$ cat src/rtl/sramc_pkg.sv
package sramc_pkg;

  typedef enum logic [2:0] {
    ST_IDLE  = 3'd0,
    ST_READ  = 3'd1,
    ST_WRITE = 3'd2,
    ST_RECOV = 3'd3,
    ST_SKIP  = 3'd4
  } seq_st_e;

  // whole cycles covering t_ns; zero stays zero
  function automatic int unsigned ns2cyc(input int unsigned t_ns, input int unsigned per_ns);
    return (t_ns == 0) ? 0 : (t_ns + per_ns - 1) / per_ns;
  endfunction

  function automatic int unsigned umax(input int unsigned a, input int unsigned b);
    return (a > b) ? a : b;
  endfunction

endpackage

$ cat src/rtl/sramc_timer.sv
module sramc_timer #(
  parameter int unsigned CNT_W = 3
) (
  input  logic             clk_i,
  input  logic             rst_ni,
  input  logic             clr_i,
  input  logic             en_i,
  output logic [CNT_W-1:0] cnt_o,
  output logic [CNT_W-1:0] cnt_next_o
);

  logic [CNT_W-1:0] cnt_q, cnt_d;

  always_comb begin
    cnt_d = cnt_q;
    if (clr_i) begin
      cnt_d = '0;
    end else if (en_i && (cnt_q != '1)) begin
      cnt_d = cnt_q + 1'b1;
    end
  end

  always_ff @(posedge clk_i or negedge rst_ni) begin
    if (!rst_ni) begin
      cnt_q <= '0;
    end else begin
      cnt_q <= cnt_d;
    end
  end

  assign cnt_o      = cnt_q;
  assign cnt_next_o = cnt_d;

endmodule

$ cat src/rtl/sramc_rdcap.sv
module sramc_rdcap #(
  parameter int unsigned LANES  = 2,
  parameter int unsigned LANE_W = 8,
  localparam int unsigned DATA_W = LANES * LANE_W
) (
  input  logic              clk_i,
  input  logic              rst_ni,
  input  logic              cap_i,
  input  logic [LANES-1:0]  be_i,
  input  logic [DATA_W-1:0] din_i,
  output logic [DATA_W-1:0] rdata_o
);

  for (genvar l = 0; l < LANES; l++) begin : g_lane
    logic [LANE_W-1:0] lane_q;
    always_ff @(posedge clk_i or negedge rst_ni) begin
      if (!rst_ni) begin
        lane_q <= '0;
      end else if (cap_i) begin
        lane_q <= be_i[l] ? din_i[l*LANE_W +: LANE_W] : '0;
      end
    end
    assign rdata_o[l*LANE_W +: LANE_W] = lane_q;
  end

endmodule

$ cat src/rtl/sramc_seq.sv
module sramc_seq
  import sramc_pkg::*;
#(
  parameter int unsigned RD_CYC = 3,
  parameter int unsigned RD_BSY = 3,
  parameter int unsigned WE_CYC = 3,
  parameter int unsigned WR_BSY = 3,
  parameter int unsigned HZ_CYC = 1,
  parameter int unsigned CNT_W  = 2
) (
  input  logic clk_i,
  input  logic rst_ni,
  input  logic start_i,
  input  logic write_i,
  input  logic any_i,
  output logic ready_o,
  output logic sel_o,
  output logic we_o,
  output logic oe_o,
  output logic dq_oe_o,
  output logic cap_o,
  output logic rvalid_o
);

  localparam logic [CNT_W-1:0] RD_LAST  = CNT_W'(RD_CYC - 1);
  localparam logic [CNT_W-1:0] WE_LAST  = CNT_W'(WE_CYC - 1);
  localparam logic [CNT_W-1:0] RDB_LAST = CNT_W'(RD_BSY - 1);
  localparam logic [CNT_W-1:0] WRB_LAST = CNT_W'(WR_BSY - 1);
  localparam logic [CNT_W-1:0] HZ_V     = CNT_W'(HZ_CYC);

  seq_st_e          st_q, st_d;
  logic             wr_q;
  logic [CNT_W-1:0] cnt_q, cnt_d;
  logic             sel_d, we_d, oe_d, dqoe_d, cap;
  logic             sel_q, we_q, oe_q, dqoe_q, rv_q;

  sramc_timer #(.CNT_W(CNT_W)) timer_i (
    .clk_i      (clk_i),
    .rst_ni     (rst_ni),
    .clr_i      (start_i),
    .en_i       (1'b1),
    .cnt_o      (cnt_q),
    .cnt_next_o (cnt_d)
  );

  always_comb begin
    st_d = st_q;
    cap  = 1'b0;
    unique case (st_q)
      ST_IDLE: begin
        if (start_i) begin
          if (!any_i)       st_d = ST_SKIP;
          else if (write_i) st_d = ST_WRITE;
          else              st_d = ST_READ;
        end
      end
      ST_READ: begin
        if (cnt_q == RD_LAST) begin
          cap  = 1'b1;
          st_d = (RD_BSY > RD_CYC) ? ST_RECOV : ST_IDLE;
        end
      end
      ST_WRITE: begin
        if (cnt_q == WE_LAST) st_d = (WR_BSY > WE_CYC) ? ST_RECOV : ST_IDLE;
      end
      ST_RECOV: begin
        if (cnt_q == (wr_q ? WRB_LAST : RDB_LAST)) st_d = ST_IDLE;
      end
      ST_SKIP: begin
        cap  = !wr_q;
        st_d = ST_IDLE;
      end
      default: st_d = ST_IDLE;
    endcase
  end

  // strobes registered from the next state so they leave flops glitch free
  always_comb begin
    sel_d  = (st_d == ST_READ) || (st_d == ST_WRITE);
    we_d   = (st_d == ST_WRITE);
    oe_d   = (st_d == ST_READ);
    dqoe_d = (st_d == ST_WRITE) && (cnt_d >= HZ_V);
  end

  always_ff @(posedge clk_i or negedge rst_ni) begin
    if (!rst_ni) begin
      st_q   <= ST_IDLE;
      sel_q  <= 1'b0;
      we_q   <= 1'b0;
      oe_q   <= 1'b0;
      dqoe_q <= 1'b0;
      rv_q   <= 1'b0;
    end else begin
      st_q   <= st_d;
      sel_q  <= sel_d;
      we_q   <= we_d;
      oe_q   <= oe_d;
      dqoe_q <= dqoe_d;
      rv_q   <= cap;
    end
  end

  always_ff @(posedge clk_i or negedge rst_ni) begin
    if (!rst_ni) begin
      wr_q <= 1'b0;
    end else if (start_i) begin
      wr_q <= write_i;
    end
  end

  assign ready_o  = (st_q == ST_IDLE);
  assign sel_o    = sel_q;
  assign we_o     = we_q;
  assign oe_o     = oe_q;
  assign dq_oe_o  = dqoe_q;
  assign cap_o    = cap;
  assign rvalid_o = rv_q;


  we_oe_excl_chk: assert property (@(posedge clk_i) disable iff (!rst_ni)
    !(we_q && oe_q));

  dq_in_pulse_chk: assert property (@(posedge clk_i) disable iff (!rst_ni)
    dqoe_q |-> (we_q && sel_q));

  dq_after_release_chk: assert property (@(posedge clk_i) disable iff (!rst_ni)
    ((HZ_CYC > 0) && $rose(dqoe_q)) |-> $past(we_q));

  rvalid_pulse_chk: assert property (@(posedge clk_i) disable iff (!rst_ni)
    rv_q |=> !rv_q);

  idle_no_strobe_chk: assert property (@(posedge clk_i) disable iff (!rst_ni)
    ready_o |-> !sel_q);

endmodule

$ cat src/rtl/sramc_ctrl.sv
module sramc_ctrl
  import sramc_pkg::*;
#(
  parameter int unsigned CLK_PERIOD_NS = 20,
  parameter int unsigned ADDR_W        = 20,
  parameter int unsigned LANE_W        = 8,
  parameter int unsigned LANES         = 2,
  parameter int unsigned T_RC_NS       = 55,
  parameter int unsigned T_AA_NS       = 55,
  parameter int unsigned T_ACS_NS      = 45,
  parameter int unsigned T_BA_NS       = 45,
  parameter int unsigned T_OE_NS       = 22,
  parameter int unsigned T_WC_NS       = 55,
  parameter int unsigned T_WP_NS       = 35,
  parameter int unsigned T_AW_NS       = 35,
  parameter int unsigned T_DW_NS       = 25,
  parameter int unsigned T_HZ_NS       = 18,
  localparam int unsigned DATA_W       = LANES * LANE_W
) (
  input  logic              clk_i,
  input  logic              rst_ni,
  input  logic              req_valid_i,
  input  logic              req_write_i,
  input  logic [ADDR_W-1:0] req_addr_i,
  input  logic [DATA_W-1:0] req_wdata_i,
  input  logic [LANES-1:0]  req_be_i,
  output logic              req_ready_o,
  output logic              rsp_valid_o,
  output logic [DATA_W-1:0] rsp_rdata_o,
  output logic [ADDR_W-1:0] mem_addr_o,
  output logic              mem_cs_no,
  output logic              mem_we_no,
  output logic              mem_oe_no,
  output logic [LANES-1:0]  mem_lane_no,
  output logic [DATA_W-1:0] mem_dq_o,
  output logic              mem_dq_oe_o,
  input  logic [DATA_W-1:0] mem_dq_i
);

  localparam int unsigned P      = CLK_PERIOD_NS;
  localparam int unsigned RD_CYC = umax(umax(ns2cyc(T_AA_NS, P), ns2cyc(T_ACS_NS, P)),
                                        umax(ns2cyc(T_BA_NS, P), ns2cyc(T_OE_NS, P)));
  localparam int unsigned HZ_CYC = ns2cyc(T_HZ_NS, P);
  localparam int unsigned WE_CYC = umax(umax(ns2cyc(T_WP_NS, P), ns2cyc(T_AW_NS, P)),
                                        HZ_CYC + ns2cyc(T_DW_NS, P));
  localparam int unsigned RD_BSY = umax(RD_CYC, ns2cyc(T_RC_NS, P));
  localparam int unsigned WR_BSY = umax(WE_CYC, ns2cyc(T_WC_NS, P));
  localparam int unsigned CNT_W  = $clog2(umax(RD_BSY, WR_BSY) + 1);

  logic              accept, sel, we, oe, dq_oe, cap;
  logic [ADDR_W-1:0] addr_q;
  logic [DATA_W-1:0] wdata_q;
  logic [LANES-1:0]  be_q;

  assign accept = req_valid_i && req_ready_o;

  always_ff @(posedge clk_i or negedge rst_ni) begin
    if (!rst_ni) begin
      addr_q  <= '0;
      wdata_q <= '0;
      be_q    <= '0;
    end else if (accept) begin
      addr_q  <= req_addr_i;
      wdata_q <= req_wdata_i;
      be_q    <= req_be_i;
    end
  end

  sramc_seq #(
    .RD_CYC (RD_CYC),
    .RD_BSY (RD_BSY),
    .WE_CYC (WE_CYC),
    .WR_BSY (WR_BSY),
    .HZ_CYC (HZ_CYC),
    .CNT_W  (CNT_W)
  ) seq_i (
    .clk_i    (clk_i),
    .rst_ni   (rst_ni),
    .start_i  (accept),
    .write_i  (req_write_i),
    .any_i    (|req_be_i),
    .ready_o  (req_ready_o),
    .sel_o    (sel),
    .we_o     (we),
    .oe_o     (oe),
    .dq_oe_o  (dq_oe),
    .cap_o    (cap),
    .rvalid_o (rsp_valid_o)
  );

  sramc_rdcap #(.LANES(LANES), .LANE_W(LANE_W)) rdcap_i (
    .clk_i   (clk_i),
    .rst_ni  (rst_ni),
    .cap_i   (cap),
    .be_i    (be_q),
    .din_i   (mem_dq_i),
    .rdata_o (rsp_rdata_o)
  );

  assign mem_addr_o  = addr_q;
  assign mem_cs_no   = !sel;
  assign mem_we_no   = !we;
  assign mem_oe_no   = !oe;
  assign mem_lane_no = ~(be_q & {LANES{sel}});
  assign mem_dq_o    = wdata_q;
  assign mem_dq_oe_o = dq_oe;


  lane_needs_cs_chk: assert property (@(posedge clk_i) disable iff (!rst_ni)
    mem_cs_no |-> (&mem_lane_no));

  addr_stable_chk: assert property (@(posedge clk_i) disable iff (!rst_ni)
    (!mem_cs_no && $past(!mem_cs_no)) |-> $stable(mem_addr_o));

endmodule

$ cat config.mk
export PLATFORM = sky130hd
export DESIGN_NAME = sramc_ctrl
export DESIGN_NICKNAME = d
export VERILOG_FILES = /design/src/rtl/sramc_pkg.sv /design/src/rtl/sramc_timer.sv /design/src/rtl/sramc_rdcap.sv /design/src/rtl/sramc_seq.sv /design/src/rtl/sramc_ctrl.sv
export SDC_FILE = /design/constraint.sdc
export NUM_CORES = 1
export LEC_CHECK = 0
export CORE_MARGIN = 10
export CORE_UTILIZATION = 25
export DETAILED_ROUTE_END_ITERATION = 10
export PLACE_DENSITY_LB_ADDON = 0.2
export SYNTH_ARGS = -nofsm -noshare
export SYNTH_HDL_FRONTEND = slang
export SYNTH_HIERARCHICAL = 1
export SYNTH_SLANG_ARGS = --single-unit
$ cat constraint.sdc
create_clock -name clk_i -period 2.1 [get_ports clk_i]
set_input_delay 0.42 -clock clk_i [delete_from_list [all_inputs] [get_ports clk_i]]
set_output_delay 0.42 -clock clk_i [all_outputs]
set_load 0.01 [all_outputs]
==> summary.txt <==
Detailed routing
  – Routed WL: 7370 um
  – DRT iter0 DRCs: 67
  – Antenna viol nets, final: 0
  – Vias per Instance: 4.13
  – DRC viols: 0
  – First-pass DRT Iterations: 4
  – WL/cell: 15.7 um
  – Via count: 1937

Place
  – Cell Area, Placed: 4010 um2
  – HPWL after DPL: 5450 um
  – Final GP Congestion: about 0.74
  – Post-place setup slack: -0.0261 ns
  – PortBufs: roughly 120

Timing
  – Final Slew Violations: 0
  – RSZ-0062 raised after global routing: false
  – F_max: 0.515 GHz
  – Final clock period utilization by the worst path: approximately 92%
  – Clk_skew: between 0.01 and 0.015 ns
  – Final setup violation count: 0
  – Worst-Margin Slew: ~0.56 ns
  – Worst slew margin: 62.8%
  – Final Hold Fails: 0
  – Final worst slack: 0.160 ns
  – Minimum clock period: 1.94 ns

Worst setup path
  – Crit end category: output pin
  – Worst setup SP type: flip-flop
  – Crit path to: mem_lane_no[0]
  – Critical path class: flip-flop to output pin
  – Critical Path Fanout Max: 10
  – Critical path data required time: 1.68 ns
  – CP Launch Point: be_q[0]
  – Reg2Reg Setup Slack: roughly 0.21 ns
  – R2r startpoint: seq_i/st_q[2]
  – WP data arrival: 1.52 ns
  – Reg-to-Reg End: seq_i/oe_o
  – Cells on worst reg2reg path: 6

GRT
  – Initial antenna violation count: 0
  – Vias in the first global route: 1965
  – First-pass GRT wire length: 10900 um
  – Total GRT Usage: 9.48%
  – Largest net degree at the start of global routing: 39
  – GRT Residual Overflow: 0

Power and ir drop
  – P per Cell Area: 1490 nW/um2
  – Peak supply drop: between 900 and 1000 uV
  – Leakage power total: 0.00181 uW

CTS
  – Post-CTS Setup Inserts: 0
  – CTS Hold Bufs: 0
  – CTS tree: done
  – Worst-skew pair later-pin latency: roughly 0.34 ns
  – Post-CTS Resized: 2
  – CTS H-tree lvls: 3
  – CTS Sinks: 65
  – TritonCTS Buffers: 9
  – Clock transition at path regs: 0.07 ns
  – Clock root cell: clkbuf_8
  – Bufs on Longest Clock Path: 2

Synth
  – Register area share after synthesis: 61.6%
  – Unique masters post-synth: 31
  – Mapped Area: roughly 2600 um2
  – Flops & latches, synth: 65
  – Syn. warnings: 6
  – Synthesized instance count: 200
  – Syn avg cell area: 13.2 um2

Floorplan
  – Core area: 10300 um2
  – Die width: 123 um
  – Ports: 118
  – Row count: 37
  – Initial Utilization: 25.6%
  – Die area: about 15000 um2
  – Die height: 123 um

Layout
  – Share of layout cells above drive strength 1: between 20 and 25%
  – Final instance area: 4230 um2
  – Synthesis-to-finish area growth: 60.1%
  – Number of diodes: 0
  – Filler Cells Inserted: ~990
  – Final nets: between 300 and 400

Outcome
  – Status: finished clean

Hold path
  – Worst min-delay path category: input pin to async pin

Job
  – Max-Cap Viols: 0
-- per-layer routing --
metal | vias to the layer above | GRT usage (%) | wire, um
li1 | 937 | - | -
met1 | 928 | 11.8 | 3200
met2 | 66 | 14.0 | 3480
met3 | 6 | 4.59 | 594
met4 | 0 | 3.31 | 94
met5 | - | 0 | 0
-- registers in the layout, summed over array words and instances (netlist names), 2 cells and up --
signal and count:
be_q 2, mem_addr_o 20, mem_dq_o 16, rdcap_i/g_lane.lane_q 16, seq_i/st_q 3, seq_i/timer_i/cnt_o 2
-- cells by family after synthesis --
kind of cell    count (synthesis)  synth area share [%]
other cells                     1                 0.142
mux                            40                  18.5
flops                          65                  61.6
buf+inv                        29                  5.12
simple gates                   42                  9.44
compound gates                 22                  4.69
fa+ha+maj                       1                 0.474
-- cells in the mapped netlist (all sizes together) --
| library cell | instances | area (um2) |
|---|---|---|
| conb | 1 | 3.75 |
| inv | 20 | 75.1 |
| dfrtp | 65 | 1630 |
| or2 | 1 | 6.26 |
| nand3 | 16 | 80.1 |
| nor3b | 1 | 7.51 |
| nor2 | 4 | 15.0 |
| o21ai | 17 | 85.1 |
| nand2b | 2 | 12.5 |
| or3b | 1 | 8.76 |
| nand2 | 6 | 22.5 |
| nor2b | 4 | 32.5 |
| buf | 7 | 52.5 |
| nand4 | 1 | 6.26 |
| nor3 | 1 | 5.00 |
| clkbuf | 2 | 7.51 |
| mux2 | 40 | 488 |
| a21oi | 1 | 5.00 |
| a21boi | 2 | 18.8 |
| a31oi | 1 | 6.26 |
| ha | 1 | 12.5 |
| nand4bb | 1 | 11.3 |
| a221oi | 1 | 8.76 |
| or4b | 3 | 33.8 |
| nand3b | 1 | 7.51 |
-- how the worst min path moves through the flow --
stage	from	endpoint
after floorplan	rst_ni	be_q[0]
after global placement	rst_ni	mem_addr_o[7]
after detailed placement	rst_ni	mem_addr_o[7]
after CTS	rst_ni	mem_addr_o[7]
after global routing	rst_ni	mem_addr_o[7]
final	rst_ni	mem_addr_o[7]
-- final cells by class --
class | instances | area [um2] | area share (%)
timing repair buffer | 125 | 1220 | 29.0
inverter | 20 | 82.6 | 1.95
clock inverter | 5 | 78.8 | 1.87
multi-input combinational | 107 | 900 | 21.3
tap | 136 | 170 | 4.03
clock buffer | 11 | 141 | 3.35
sequential | 65 | 1630 | 38.5
-- through the flow --
| step | hold slack (ns) | TNS (ns) | std cells | power, uW | util (%) |
|---|---|---|---|---|---|
| 4_1_cts | 0.0922 | 0 | 469 | 6470 | 40.9 |
| 3_3_place_gp | 0.470 | -0.00216 | 453 | 5210 | 38.8 |
| 5_1_grt | 0.103 | 0 | 469 | 6780 | 40.9 |
| 6_report | 0.0928 | 0 | 469 | 6320 | 40.9 |
| 2_1_floorplan | 0.124 | -0.140 | 201 | 3640 | - |
| 3_5_place_dp | 0.475 | -0.0261 | 453 | 5230 | 38.8 |
-- report_power, final --
part	internal (uW)	switching, uW	total [uW]
Combinational	1770	1110	2880
Clock	700	480	1180
Sequential	1870	386	2250
Total	4340	1980	6320
-- layout by cell type, fill, tap and decap left out, types with 3 or more instances in the layout --
cell	n
nand3_1	16
mux2_2	30
nor2_1	3
dfrtp_1	64
clkbuf_8	10
o21ai_0	17
mux2_4	10
clkdlybuf4s50_1	115
inv_1	19
nand2_1	5
buf_4	8
nor2b_1	3
-- worst max-delay path: stages, from the launching register on --
cell and delay [ns]:
dfrtp_1 0.52, nand2_1 0.12, clkdlybuf4s50_1 0.55
No activity file was read; power rests on OpenSTA's default activity.
